--- src/rtl/irqc_pkg.sv ---
// Package: shared sizes, register word indices and the summary mirror list
// for the two-bank level interrupt controller.
package irqc_pkg;
    localparam int WORD_W   = 32;   // bus data width and peripheral half size
    localparam int LOC_N    = 8;    // local source count
    localparam int FSEL_W   = 7;    // fast-route select width
    localparam int BYTE_AW  = 9;    // byte address width of the register window
    localparam int MIRROR_N = 11;   // peripheral bits copied into summary

    // Register word indices (byte offset / 4)
    localparam int W_SUMMARY = 0;
    localparam int W_PEND_LO = 1;
    localparam int W_PEND_HI = 2;
    localparam int W_FAST    = 3;
    localparam int W_SET_LO  = 4;
    localparam int W_SET_HI  = 5;
    localparam int W_SET_LOC = 6;
    localparam int W_CLR_LO  = 7;
    localparam int W_CLR_HI  = 8;
    localparam int W_CLR_LOC = 9;

    // Peripheral source copied into summary bit (LOC_N + 2 + i)
    function automatic int mirror_src(input int i);
        case (i)
            0:  return 7;
            1:  return 9;
            2:  return 10;
            3:  return 18;
            4:  return 19;
            5:  return 53;
            6:  return 54;
            7:  return 55;
            8:  return 56;
            9:  return 57;
            default: return 62;
        endcase
    endfunction
endpackage

--- src/rtl/irqc_mask_regs.sv ---
// Module: irqc_mask_regs
// Holds the peripheral and local enable masks and the fast-route control.
// Decodes word-aligned writes: set registers OR bits in, clear registers
// clear bits. Any other address is ignored. Exposes both the current state
// and the next state, so that the output stage can register a write's
// effect on the same edge that stores it.
// Assumes: one write per cycle, addresses in bytes, reset synchronous low.
module irqc_mask_regs
    import irqc_pkg::*;
#(
    parameter int DATA_W = WORD_W,
    parameter int LOCAL_N = LOC_N,
    parameter int SEL_W = FSEL_W,
    parameter int ADDR_W = BYTE_AW
) (
    input  logic                  clk,
    input  logic                  rst_n,
    input  logic                  wr_en,
    input  logic [ADDR_W-1:0]     addr,
    input  logic [DATA_W-1:0]     wdata,
    output logic [2*DATA_W-1:0]   pen_q,
    output logic [LOCAL_N-1:0]    len_q,
    output logic                  fen_q,
    output logic [SEL_W-1:0]      fsel_q,
    output logic [2*DATA_W-1:0]   pen_d,
    output logic [LOCAL_N-1:0]    len_d,
    output logic                  fen_d,
    output logic [SEL_W-1:0]      fsel_d
);
    localparam int WIDX_W = ADDR_W - 2;

    logic [WIDX_W-1:0] widx;
    logic              aligned;
    logic hit_set_lo, hit_set_hi, hit_set_loc;
    logic hit_clr_lo, hit_clr_hi, hit_clr_loc, hit_fast;
    logic any_hit;

    // Split byte address into word index and alignment flag
    assign widx    = addr[ADDR_W-1:2];
    assign aligned = (addr[1:0] == 2'b00);

    // Per-register write strobes
    always_comb begin
        hit_set_lo  = wr_en && aligned && (widx == WIDX_W'(W_SET_LO));
        hit_set_hi  = wr_en && aligned && (widx == WIDX_W'(W_SET_HI));
        hit_set_loc = wr_en && aligned && (widx == WIDX_W'(W_SET_LOC));
        hit_clr_lo  = wr_en && aligned && (widx == WIDX_W'(W_CLR_LO));
        hit_clr_hi  = wr_en && aligned && (widx == WIDX_W'(W_CLR_HI));
        hit_clr_loc = wr_en && aligned && (widx == WIDX_W'(W_CLR_LOC));
        hit_fast    = wr_en && aligned && (widx == WIDX_W'(W_FAST));
        any_hit     = hit_set_lo | hit_set_hi | hit_set_loc | hit_clr_lo
                    | hit_clr_hi | hit_clr_loc | hit_fast;
    end

    // Next-state of masks and fast control from the decoded write
    always_comb begin
        pen_d  = pen_q;
        len_d  = len_q;
        fen_d  = fen_q;
        fsel_d = fsel_q;
        if (hit_set_lo)  pen_d[DATA_W-1:0]        = pen_q[DATA_W-1:0] | wdata;
        if (hit_set_hi)  pen_d[2*DATA_W-1:DATA_W] = pen_q[2*DATA_W-1:DATA_W] | wdata;
        if (hit_set_loc) len_d                    = len_q | wdata[LOCAL_N-1:0];
        if (hit_clr_lo)  pen_d[DATA_W-1:0]        = pen_q[DATA_W-1:0] & ~wdata;
        if (hit_clr_hi)  pen_d[2*DATA_W-1:DATA_W] = pen_q[2*DATA_W-1:DATA_W] & ~wdata;
        if (hit_clr_loc) len_d                    = len_q & ~wdata[LOCAL_N-1:0];
        if (hit_fast) begin
            fsel_d = wdata[SEL_W-1:0];
            fen_d  = wdata[SEL_W];
        end
    end

    // State registers with synchronous clear
    always_ff @(posedge clk) begin
        if (!rst_n) begin
            pen_q  <= '0;
            len_q  <= '0;
            fen_q  <= 1'b0;
            fsel_q <= '0;
        end else begin
            pen_q  <= pen_d;
            len_q  <= len_d;
            fen_q  <= fen_d;
            fsel_q <= fsel_d;
        end
    end


    set_lo_or_chk: assert property (@(posedge clk) disable iff (!rst_n)
        hit_set_lo |=> ((pen_q[DATA_W-1:0] & $past(wdata)) == $past(wdata)));

    clr_hi_chk: assert property (@(posedge clk) disable iff (!rst_n)
        hit_clr_hi |=> ((pen_q[2*DATA_W-1:DATA_W] & $past(wdata)) == '0));

    stray_write_chk: assert property (@(posedge clk) disable iff (!rst_n)
        (wr_en && !any_hit) |=> ($stable(pen_q) && $stable(len_q)
                                 && $stable(fen_q) && $stable(fsel_q)));
endmodule

--- src/rtl/irqc_read_mux.sv ---
// Module: irqc_read_mux
// Combinational read port. It forms the masked pending vectors, the summary
// word, the enable/inverse-enable views and the fast control readback.
// Assumes: word-aligned reads; misaligned or unmapped addresses read zero.
module irqc_read_mux
    import irqc_pkg::*;
#(
    parameter int DATA_W = WORD_W,
    parameter int LOCAL_N = LOC_N,
    parameter int SEL_W = FSEL_W,
    parameter int ADDR_W = BYTE_AW
) (
    input  logic [ADDR_W-1:0]   addr,
    input  logic [2*DATA_W-1:0] plvl,
    input  logic [LOCAL_N-1:0]  llvl,
    input  logic [2*DATA_W-1:0] pen_q,
    input  logic [LOCAL_N-1:0]  len_q,
    input  logic                fen_q,
    input  logic [SEL_W-1:0]    fsel_q,
    output logic [DATA_W-1:0]   rdata
);
    localparam int WIDX_W = ADDR_W - 2;
    localparam int MIR_LO = LOCAL_N + 2;

    logic [2*DATA_W-1:0] ppend;
    logic [LOCAL_N-1:0]  lpend;
    logic [DATA_W-1:0]   summary;
    logic [DATA_W-1:0]   loc_en_w;
    logic [DATA_W-1:0]   fast_w;
    logic [WIDX_W-1:0]   widx;

    assign widx = addr[ADDR_W-1:2];

    // Masked pending per source
    assign ppend = plvl & pen_q;
    assign lpend = llvl & len_q;

    // Summary word: local bits, bank-nonzero flags, mirrored peripheral bits
    always_comb begin
        summary = '0;
        summary[LOCAL_N-1:0] = lpend;
        summary[LOCAL_N]     = |ppend[DATA_W-1:0];
        summary[LOCAL_N+1]   = |ppend[2*DATA_W-1:DATA_W];
        for (int i = 0; i < MIRROR_N; i++) begin
            summary[MIR_LO+i] = ppend[mirror_src(i)];
        end
    end

    // Zero-extended local mask and fast control words
    always_comb begin
        loc_en_w = '0;
        loc_en_w[LOCAL_N-1:0] = len_q;
        fast_w = '0;
        fast_w[SEL_W-1:0] = fsel_q;
        fast_w[SEL_W]     = fen_q;
    end

    // Address select of the read word
    always_comb begin
        rdata = '0;
        if (addr[1:0] == 2'b00) begin
            case (widx)
                WIDX_W'(W_SUMMARY): rdata = summary;
                WIDX_W'(W_PEND_LO): rdata = ppend[DATA_W-1:0];
                WIDX_W'(W_PEND_HI): rdata = ppend[2*DATA_W-1:DATA_W];
                WIDX_W'(W_FAST):    rdata = fast_w;
                WIDX_W'(W_SET_LO):  rdata = pen_q[DATA_W-1:0];
                WIDX_W'(W_SET_HI):  rdata = pen_q[2*DATA_W-1:DATA_W];
                WIDX_W'(W_SET_LOC): rdata = loc_en_w;
                WIDX_W'(W_CLR_LO):  rdata = ~pen_q[DATA_W-1:0];
                WIDX_W'(W_CLR_HI):  rdata = ~pen_q[2*DATA_W-1:DATA_W];
                WIDX_W'(W_CLR_LOC): rdata = ~loc_en_w;
                default:            rdata = '0;
            endcase
        end
    end
endmodule

--- src/rtl/irqc_out_stage.sv ---
// Module: irqc_out_stage
// Computes the normal and fast requests from the live levels and the
// next-state masks, and registers them. This gives one edge of latency for
// both level changes and register writes.
// Assumes: select values beyond the last source pick nothing.
module irqc_out_stage #(
    parameter int PERIPH_N = 64,
    parameter int LOCAL_N = 8,
    parameter int SEL_W = 7
) (
    input  logic                clk,
    input  logic                rst_n,
    input  logic [PERIPH_N-1:0] plvl,
    input  logic [LOCAL_N-1:0]  llvl,
    input  logic [PERIPH_N-1:0] pen_d,
    input  logic [LOCAL_N-1:0]  len_d,
    input  logic                fen_d,
    input  logic [SEL_W-1:0]    fsel_d,
    output logic                irq_o,
    output logic                fiq_o
);
    localparam int SRC_N = PERIPH_N + LOCAL_N;

    logic irq_next;
    logic pick;
    logic fiq_next;

    // Any masked source asserted
    assign irq_next = (|(plvl & pen_d)) | (|(llvl & len_d));

    // Raw level of the selected source, no masks applied
    always_comb begin
        pick = 1'b0;
        for (int i = 0; i < PERIPH_N; i++) begin
            if (fsel_d == SEL_W'(i)) pick = plvl[i];
        end
        for (int j = 0; j < LOCAL_N; j++) begin
            if (fsel_d == SEL_W'(PERIPH_N + j)) pick = llvl[j];
        end
    end

    assign fiq_next = fen_d & pick;

    // Output registers
    always_ff @(posedge clk) begin
        if (!rst_n) begin
            irq_o <= 1'b0;
            fiq_o <= 1'b0;
        end else begin
            irq_o <= irq_next;
            fiq_o <= fiq_next;
        end
    end


    irq_quiet_chk: assert property (@(posedge clk) disable iff (!rst_n)
        (((plvl & pen_d) == '0) && ((llvl & len_d) == '0)) |=> !irq_o);

    fast_off_chk: assert property (@(posedge clk) disable iff (!rst_n)
        !fen_d |=> !fiq_o);

    fast_range_chk: assert property (@(posedge clk) disable iff (!rst_n)
        (fen_d && (int'(fsel_d) >= SRC_N)) |=> !fiq_o);

    fast_local_chk: assert property (@(posedge clk) disable iff (!rst_n)
        (fen_d && (int'(fsel_d) == PERIPH_N) && llvl[0]) |=> fiq_o);
endmodule

--- src/rtl/lvl_irq_ctrl.sv ---
// Module: lvl_irq_ctrl (top)
// Two-bank level interrupt controller: enable masks with separate set and
// clear registers, pending views on a combinational read port, and a
// registered normal output and single-source fast output.
// Assumes: all inputs synchronous to clk; 32-bit word register port.
module lvl_irq_ctrl
    import irqc_pkg::*;
#(
    parameter int DATA_W = WORD_W,
    parameter int LOCAL_N = LOC_N,
    parameter int SEL_W = FSEL_W,
    parameter int ADDR_W = BYTE_AW
) (
    input  logic                  clk,
    input  logic                  rst_n,
    input  logic [2*DATA_W-1:0]   periph_lvl,
    input  logic [LOCAL_N-1:0]    local_lvl,
    input  logic                  bus_wr,
    input  logic [ADDR_W-1:0]     bus_addr,
    input  logic [DATA_W-1:0]     bus_wdata,
    output logic [DATA_W-1:0]     bus_rdata,
    output logic                  irq_o,
    output logic                  fiq_o
);
    localparam int PERIPH_N = 2 * DATA_W;

    logic [PERIPH_N-1:0] pen_q, pen_d;
    logic [LOCAL_N-1:0]  len_q, len_d;
    logic                fen_q, fen_d;
    logic [SEL_W-1:0]    fsel_q, fsel_d;

    irqc_mask_regs #(
        .DATA_W(DATA_W), .LOCAL_N(LOCAL_N), .SEL_W(SEL_W), .ADDR_W(ADDR_W)
    ) u_regs (
        .clk(clk), .rst_n(rst_n), .wr_en(bus_wr), .addr(bus_addr),
        .wdata(bus_wdata),
        .pen_q(pen_q), .len_q(len_q), .fen_q(fen_q), .fsel_q(fsel_q),
        .pen_d(pen_d), .len_d(len_d), .fen_d(fen_d), .fsel_d(fsel_d)
    );

    irqc_read_mux #(
        .DATA_W(DATA_W), .LOCAL_N(LOCAL_N), .SEL_W(SEL_W), .ADDR_W(ADDR_W)
    ) u_rd (
        .addr(bus_addr), .plvl(periph_lvl), .llvl(local_lvl),
        .pen_q(pen_q), .len_q(len_q), .fen_q(fen_q), .fsel_q(fsel_q),
        .rdata(bus_rdata)
    );

    irqc_out_stage #(
        .PERIPH_N(PERIPH_N), .LOCAL_N(LOCAL_N), .SEL_W(SEL_W)
    ) u_out (
        .clk(clk), .rst_n(rst_n), .plvl(periph_lvl), .llvl(local_lvl),
        .pen_d(pen_d), .len_d(len_d), .fen_d(fen_d), .fsel_d(fsel_d),
        .irq_o(irq_o), .fiq_o(fiq_o)
    );
endmodule

--- config.mk ---
export PLATFORM = sky130hd
export DESIGN_NAME = lvl_irq_ctrl
export DESIGN_NICKNAME = d
export VERILOG_FILES = /design/src/rtl/irqc_pkg.sv /design/src/rtl/irqc_mask_regs.sv /design/src/rtl/irqc_read_mux.sv /design/src/rtl/irqc_out_stage.sv /design/src/rtl/lvl_irq_ctrl.sv
export SDC_FILE = /design/constraint.sdc
export NUM_CORES = 1
export LEC_CHECK = 0
export ABC_AREA = 1
export BUFFER_PORTS_ARGS = -buffer_cell sky130_fd_sc_hd__buf_4
export CORE_MARGIN = 4
export CORE_UTILIZATION = 31
export DETAILED_ROUTE_END_ITERATION = 7
export HOLD_SLACK_MARGIN = 0.15
export PLACE_DENSITY = 0.6
export SLEW_MARGIN = 20
export SYNTH_ARGS = -nofsm -noshare
export SYNTH_HDL_FRONTEND = slang
export SYNTH_SLANG_ARGS = --single-unit
--- constraint.sdc ---
create_clock -name clk -period 12.2 [get_ports clk]
set_clock_uncertainty 0.15 [all_clocks]
set_input_delay 2.44 -clock clk [delete_from_list [all_inputs] [get_ports clk]]
set_output_delay 2.44 -clock clk [all_outputs]
set_load 0.1 [all_outputs]
== Word-level counts from Yosys, hierarchy flattened ==
Cells that the tools add are included.

* Register bits after elaboration: 82
* Input port bits: 116
* Output and inout bits: 34
* Logic and storage cells: 200

* Equal/unequal tests: 80
* Mux-type cells: 82
* Bitwise gates (word level): 17
* Reductions and logical operators: 15

{| class="wikitable"
|+ Operators with widths
! kind !! count
|-
| case mux 32 bit (10 select lines) || 1
|-
| == test 7 x 6 -> 1 bit (second input constant) || 32
|-
| 2-to-1 mux 32 bit || 5
|-
| AND 64 bit || 2
|-
| == test 7 x 5 -> 1 bit (second input constant) || 16
|-
| NOT 32 bit || 3
|-
| 2-to-1 mux 1 bit || 73
|-
| == test 7 x 4 -> 1 bit (second input constant) || 10
|-
| AND 32 bit || 2
|-
| bitwise OR 32 bit || 2
|-
| OR reduction 32 bit || 2
|-
| OR reduction 64 bit || 1
|-
| == test 7 x 3 -> 1 bit (second input constant) || 8
|-
| == test 7 bit (second input constant) || 8
|-
| NOT 8 -> 32 bit || 1
|-
| == test 7 x 2 -> 1 bit (second input constant) || 4
|-
| AND 8 bit || 3
|-
| 2-to-1 mux 8 bit || 2
|-
| == test 7 x 1 -> 1 bit (second input constant) || 2
|-
| zero test 7 bit || 2
|-
| logical AND 1 bit || 8
|-
| NOT 8 bit || 1
|-
| bitwise OR 8 bit || 1
|-
| OR reduction 8 bit || 1
|-
| 4 further kinds || 4
|}

== Logic depth before layout (Yosys ltp) ==
* Depth in word-level cells: 78
* Depth in mapped cells: 52

== Cells and area by module ==
A second synthesis with hierarchy kept.

* Cells, all modules: 1616
* Area, all modules: 8602.0 um^2

{| class="wikitable"
|+ Modules (own cells, without submodules)
! module !! times used !! cells each !! area each (um^2)
|-
| irqc_mask_regs || 1 || 683 || 4141.5
|-
| irqc_read_mux || 1 || 641 || 3006.6
|-
| irqc_out_stage || 1 || 292 || 1453.9
|}

== Worst setup path before layout ==
No wires, ideal clock.

* Path type: input -> output
* From: input port bus_addr[7]
* To: output port bus_rdata[8]
* Arrival time: 5.592 ns
* Path slack: 4.018 ns
* Stages on the path: 8
* Path through: nor2_1 nand2_2 nor3_1 clkinv_1 clkbuf_1 o22ai_1 a21oi_1 a31oi_1

* Longest elaborated chain between the ends: 3
* Elaborated cells between the ends (all ways): 12
* Those cells by class: eq/ne: 9; mux: 2; reduce/logical: 1

{| class="wikitable"
|+ Ends and longest elaborated chain
! item !! line !! source
|-
| from (decl) || lvl_irq_ctrl.sv:19 || <nowiki>input logic [ADDR_W-1:0] bus_addr,</nowiki>
|-
| == test 7 x 4 -> 1 bit, or another cell as far along || irqc_read_mux.sv:62 || <nowiki>case (widx)</nowiki>
|-
| case mux 32 bit (10 select lines) (*) || irqc_read_mux.sv:62 ||
|-
| 2-to-1 mux 32 bit (*) || irqc_read_mux.sv:61 || <nowiki>if (addr[1:0] == 2'b00) begin</nowiki>
|-
| to (decl) || lvl_irq_ctrl.sv:21 || <nowiki>output logic [DATA_W-1:0] bus_rdata,</nowiki>
|}

Mark *: on every way between the ends. The rest lies on a longest branch, timed or not.

== Final worst setup path ==
* From: input port bus_addr[7]
* To: output port bus_rdata[29]

The elaborated chain is that of the path after synthesis.

==> impl_metrics.env <==
export IMPL_outcome="completed"
export IMPL_fin_area_um2=8480
export IMPL_power_switching_uw=183
export IMPL_wire_per_inst_um=22.7
export IMPL_antennaDiodeCount=0
export IMPL_hpwl_um=26600
export IMPL_drt_iter0_markers=1333
export IMPL_synth_edf_count=0
export IMPL_grt_pass1_wl_um=51800
export IMPL_p_leak_uw=0.00354
export IMPL_path_class="in -> out"
export IMPL_clock_sinks=82
export IMPL_grt_util_all_layers_pct=27.9
export IMPL_drc=0
export IMPL_required_ps=9610
export IMPL_viasPerCell=5.86
export IMPL_numCtsBuffers=9
export IMPL_peakVddDrop_mv=0.0546
export IMPL_layout_commonest_cell="inv_1"
export IMPL_ys_async_sr_fraction_pct=0
export IMPL_core_area_um2=21400
export IMPL_antenna_found_initial=0
export IMPL_mappedNetlistArea_um2=6820
export IMPL_port_buffers=149
export IMPL_die_area_um2=24400
export IMPL_combPwrFrac_pct=13.8
export IMPL_whs_ps=380
export IMPL_io_pins=150
export IMPL_netlist_cell_type_count=47
export IMPL_finalWeightedCongestion=1.04
export IMPL_ys_seq_elements=82
export IMPL_tightest_slew_ps=1210
export IMPL_worstPathArrival_ps=5200
export IMPL_dieWidth_um=156
export IMPL_grt_max_degree=81
export IMPL_routed_top_layer="met4"
export IMPL_num_vias=9123
export IMPL_htree_num_levels=3
export IMPL_sequentialPowerShare_pct=41.8
export IMPL_drv_slew=0
export IMPL_dpl_cell_area_um2=8190
export IMPL_first_global_vias=8412
export IMPL_cts_hold_buf=0
export IMPL_yosys_most_used_dff="dfxtp_1"
export IMPL_drive_gt1_share_pct=17.6
export IMPL_min_period_ps=7790
export IMPL_post_cts_buffers=0
export IMPL_finalCritPeriodShare_pct=63.9
export IMPL_power_density_nw_per_um2=75.6
export IMPL_clkPwrFrac_pct=44.3
export IMPL_placed_cells=1540
export IMPL_core_rowCount=53
export IMPL_grt_overflow=0
export IMPL_ant_nets=0
export IMPL_cts_tree="built"
export IMPL_rsz0062_at_grt="no"
export IMPL_synth_top_cell_area_share_pct=24.1
export IMPL_hold_viol_final=0
export IMPL_yosysWarnings=0
export IMPL_setup_viol=0
export IMPL_cts_root_buffer="clkbuf_16"
export IMPL_netlist_top_cells_area="dfxtp_1 24%, inv_1 11%, nor2_1 9.3%, nand2_1 9.1%, a21oi_1 6.3%"
export IMPL_yosys_area_top_type="dfxtp_1"
export IMPL_wl_met2_um=14900
export IMPL_nNetsFinal=1392
export IMPL_maxCapViolCount=0
export IMPL_clock_latency_ps=370
export IMPL_crit_path_end_kind="primary output"
export IMPL_final_cell_mix="200 x inv_1, 167 x nor2_1, 166 x nand2_1, 161 x buf_4"
export IMPL_syn_area_per_cell_um2=5.94
export IMPL_die_h_um=156
export IMPL_finalSetupTns_ps=0
export IMPL_instances_no_fill=1556
export IMPL_wl_met1_um=14900
export IMPL_clk_path_buf_depth=2
export IMPL_syn_to_final_growth_pct=24.4
export IMPL_slew_headroom_pct=19.5
export IMPL_firstDrtPassIters=6
export IMPL_clkSlewWorstSetupHoldPaths_ps=70
export IMPL_fmax_ghz=0.128
export IMPL_wl_um=35200
export IMPL_cts_resized=0
export IMPL_p_sw_share_pct=28.5
export IMPL_wl_met3_um=4120
export IMPL_p_int_uw=458
export IMPL_syn_num_nets=1263
export IMPL_crit_fanout=17
export IMPL_worstSetupStartpointType="primary input"
export IMPL_yosysSeqAreaShare_pct=24.1
export IMPL_initial_utilization_pct=31.9
export IMPL_syn_inst=1147
export IMPL_hold_path_class="reg -> reg"
sequential cells by signal, summed over array words and instances (netlist names):
| name | count |
|---|---|
| u_regs.pen_q | 64 |
| u_regs.fsel_q | 7 |
| u_out.irq_o | 1 |
| u_regs.len_q | 8 |
| u_regs.fen_q | 1 |
| u_out.fiq_o | 1 |
cells by family after synthesis:
| logic type | count (synthesis) | share of synthesized area, % |
|---|---|---|
| AOI/OAI and AO/OA | 326 | 29.6 |
| buffers and inverters | 260 | 14.7 |
| DFF | 82 | 24.1 |
| and+or+nand+nor | 479 | 31.6 |
power by group through the flow:
| stage | Sequential, µW | Combinational [µW] | Clock (µW) |
|---|---|---|---|
| 3_5_place_dp | 274 | 86.4 | 0 |
| 5_1_grt | 268 | 93.7 | 297 |
| 3_3_place_gp | 274 | 87.1 | 0 |
| 6_report | 268 | 88.7 | 284 |
| 4_1_cts | 268 | 86.7 | 286 |
| 2_1_floorplan | 275 | 28.1 | 0 |
critical path, cell delays in order:
cell and delay (ps):
buf_4 110, nor2_1 120, nand2_2 110, inv_2 110, nand3_1 140, nor2_1 120, buf_4 300, clkinv_1 680
o221ai_1 460, a211oi_1 80, a21oi_1 180, buf_4 320
layout make-up:
class,instances,area (µm²)
Fill cell,2358,12900
Tap cell,275,344
Sequential cell,82,1640
Clock buffer,10,229
Inverter,217,822
Clock inverter,6,57.6
Timing Repair Buffer,161,1210
Multi-Input combinational cell,805,4180
final timing paths:
kind / to / from / depth (start not counted) / slack (ps)
max: bus_rdata[29] / bus_addr[7] / 12 / 4410
min: u_regs.fen_q / u_regs.fen_q / 2 / 380
max reg2reg: u_out.fiq_o / u_regs.fsel_q[0] / 41 / 7690
min reg2reg: u_regs.fen_q / u_regs.fen_q / 2 / 380
synth_stat cells (3+ instances only):
cell / count
a21oi_1: 86
clkinv_1: 4
o221ai_1: 8
nand3_1: 57
o2111ai_1: 19
o21ai_0: 86
a221oi_1: 14
nand2_1: 166
nor2_1: 168
nor2_4: 3
inv_2: 11
a211oi_1: 15
o21ai_2: 3
o22ai_1: 58
clkbuf_1: 38
a31o_2: 6
nor4_1: 13
nor3_1: 13
a2111oi_0: 5
inv_1: 200
a31oi_1: 12
dfxtp_1: 82
nand2_2: 10
nand3_2: 3
nand4_1: 34
nand2_4: 3
routing by layer:
layer | vias up | GRT usage (%)
met4 | 0 | 11.7
met2 | 647 | 41.3
li1 | 4190 | -
met3 | 98 | 6.25
met5 | - | 0
met1 | 4188 | 39.2
through the flow:
stage	power (µW)	utilization [%]	setup WS, ps
floorplan	303	-	4020
detailed placement	361	38.4	4550
global route	659	39.7	4240
finish	641	39.7	4410
global placement	361	38.4	4550
CTS	640	39.7	4500
No activity file was read; power rests on OpenSTA's default activity.
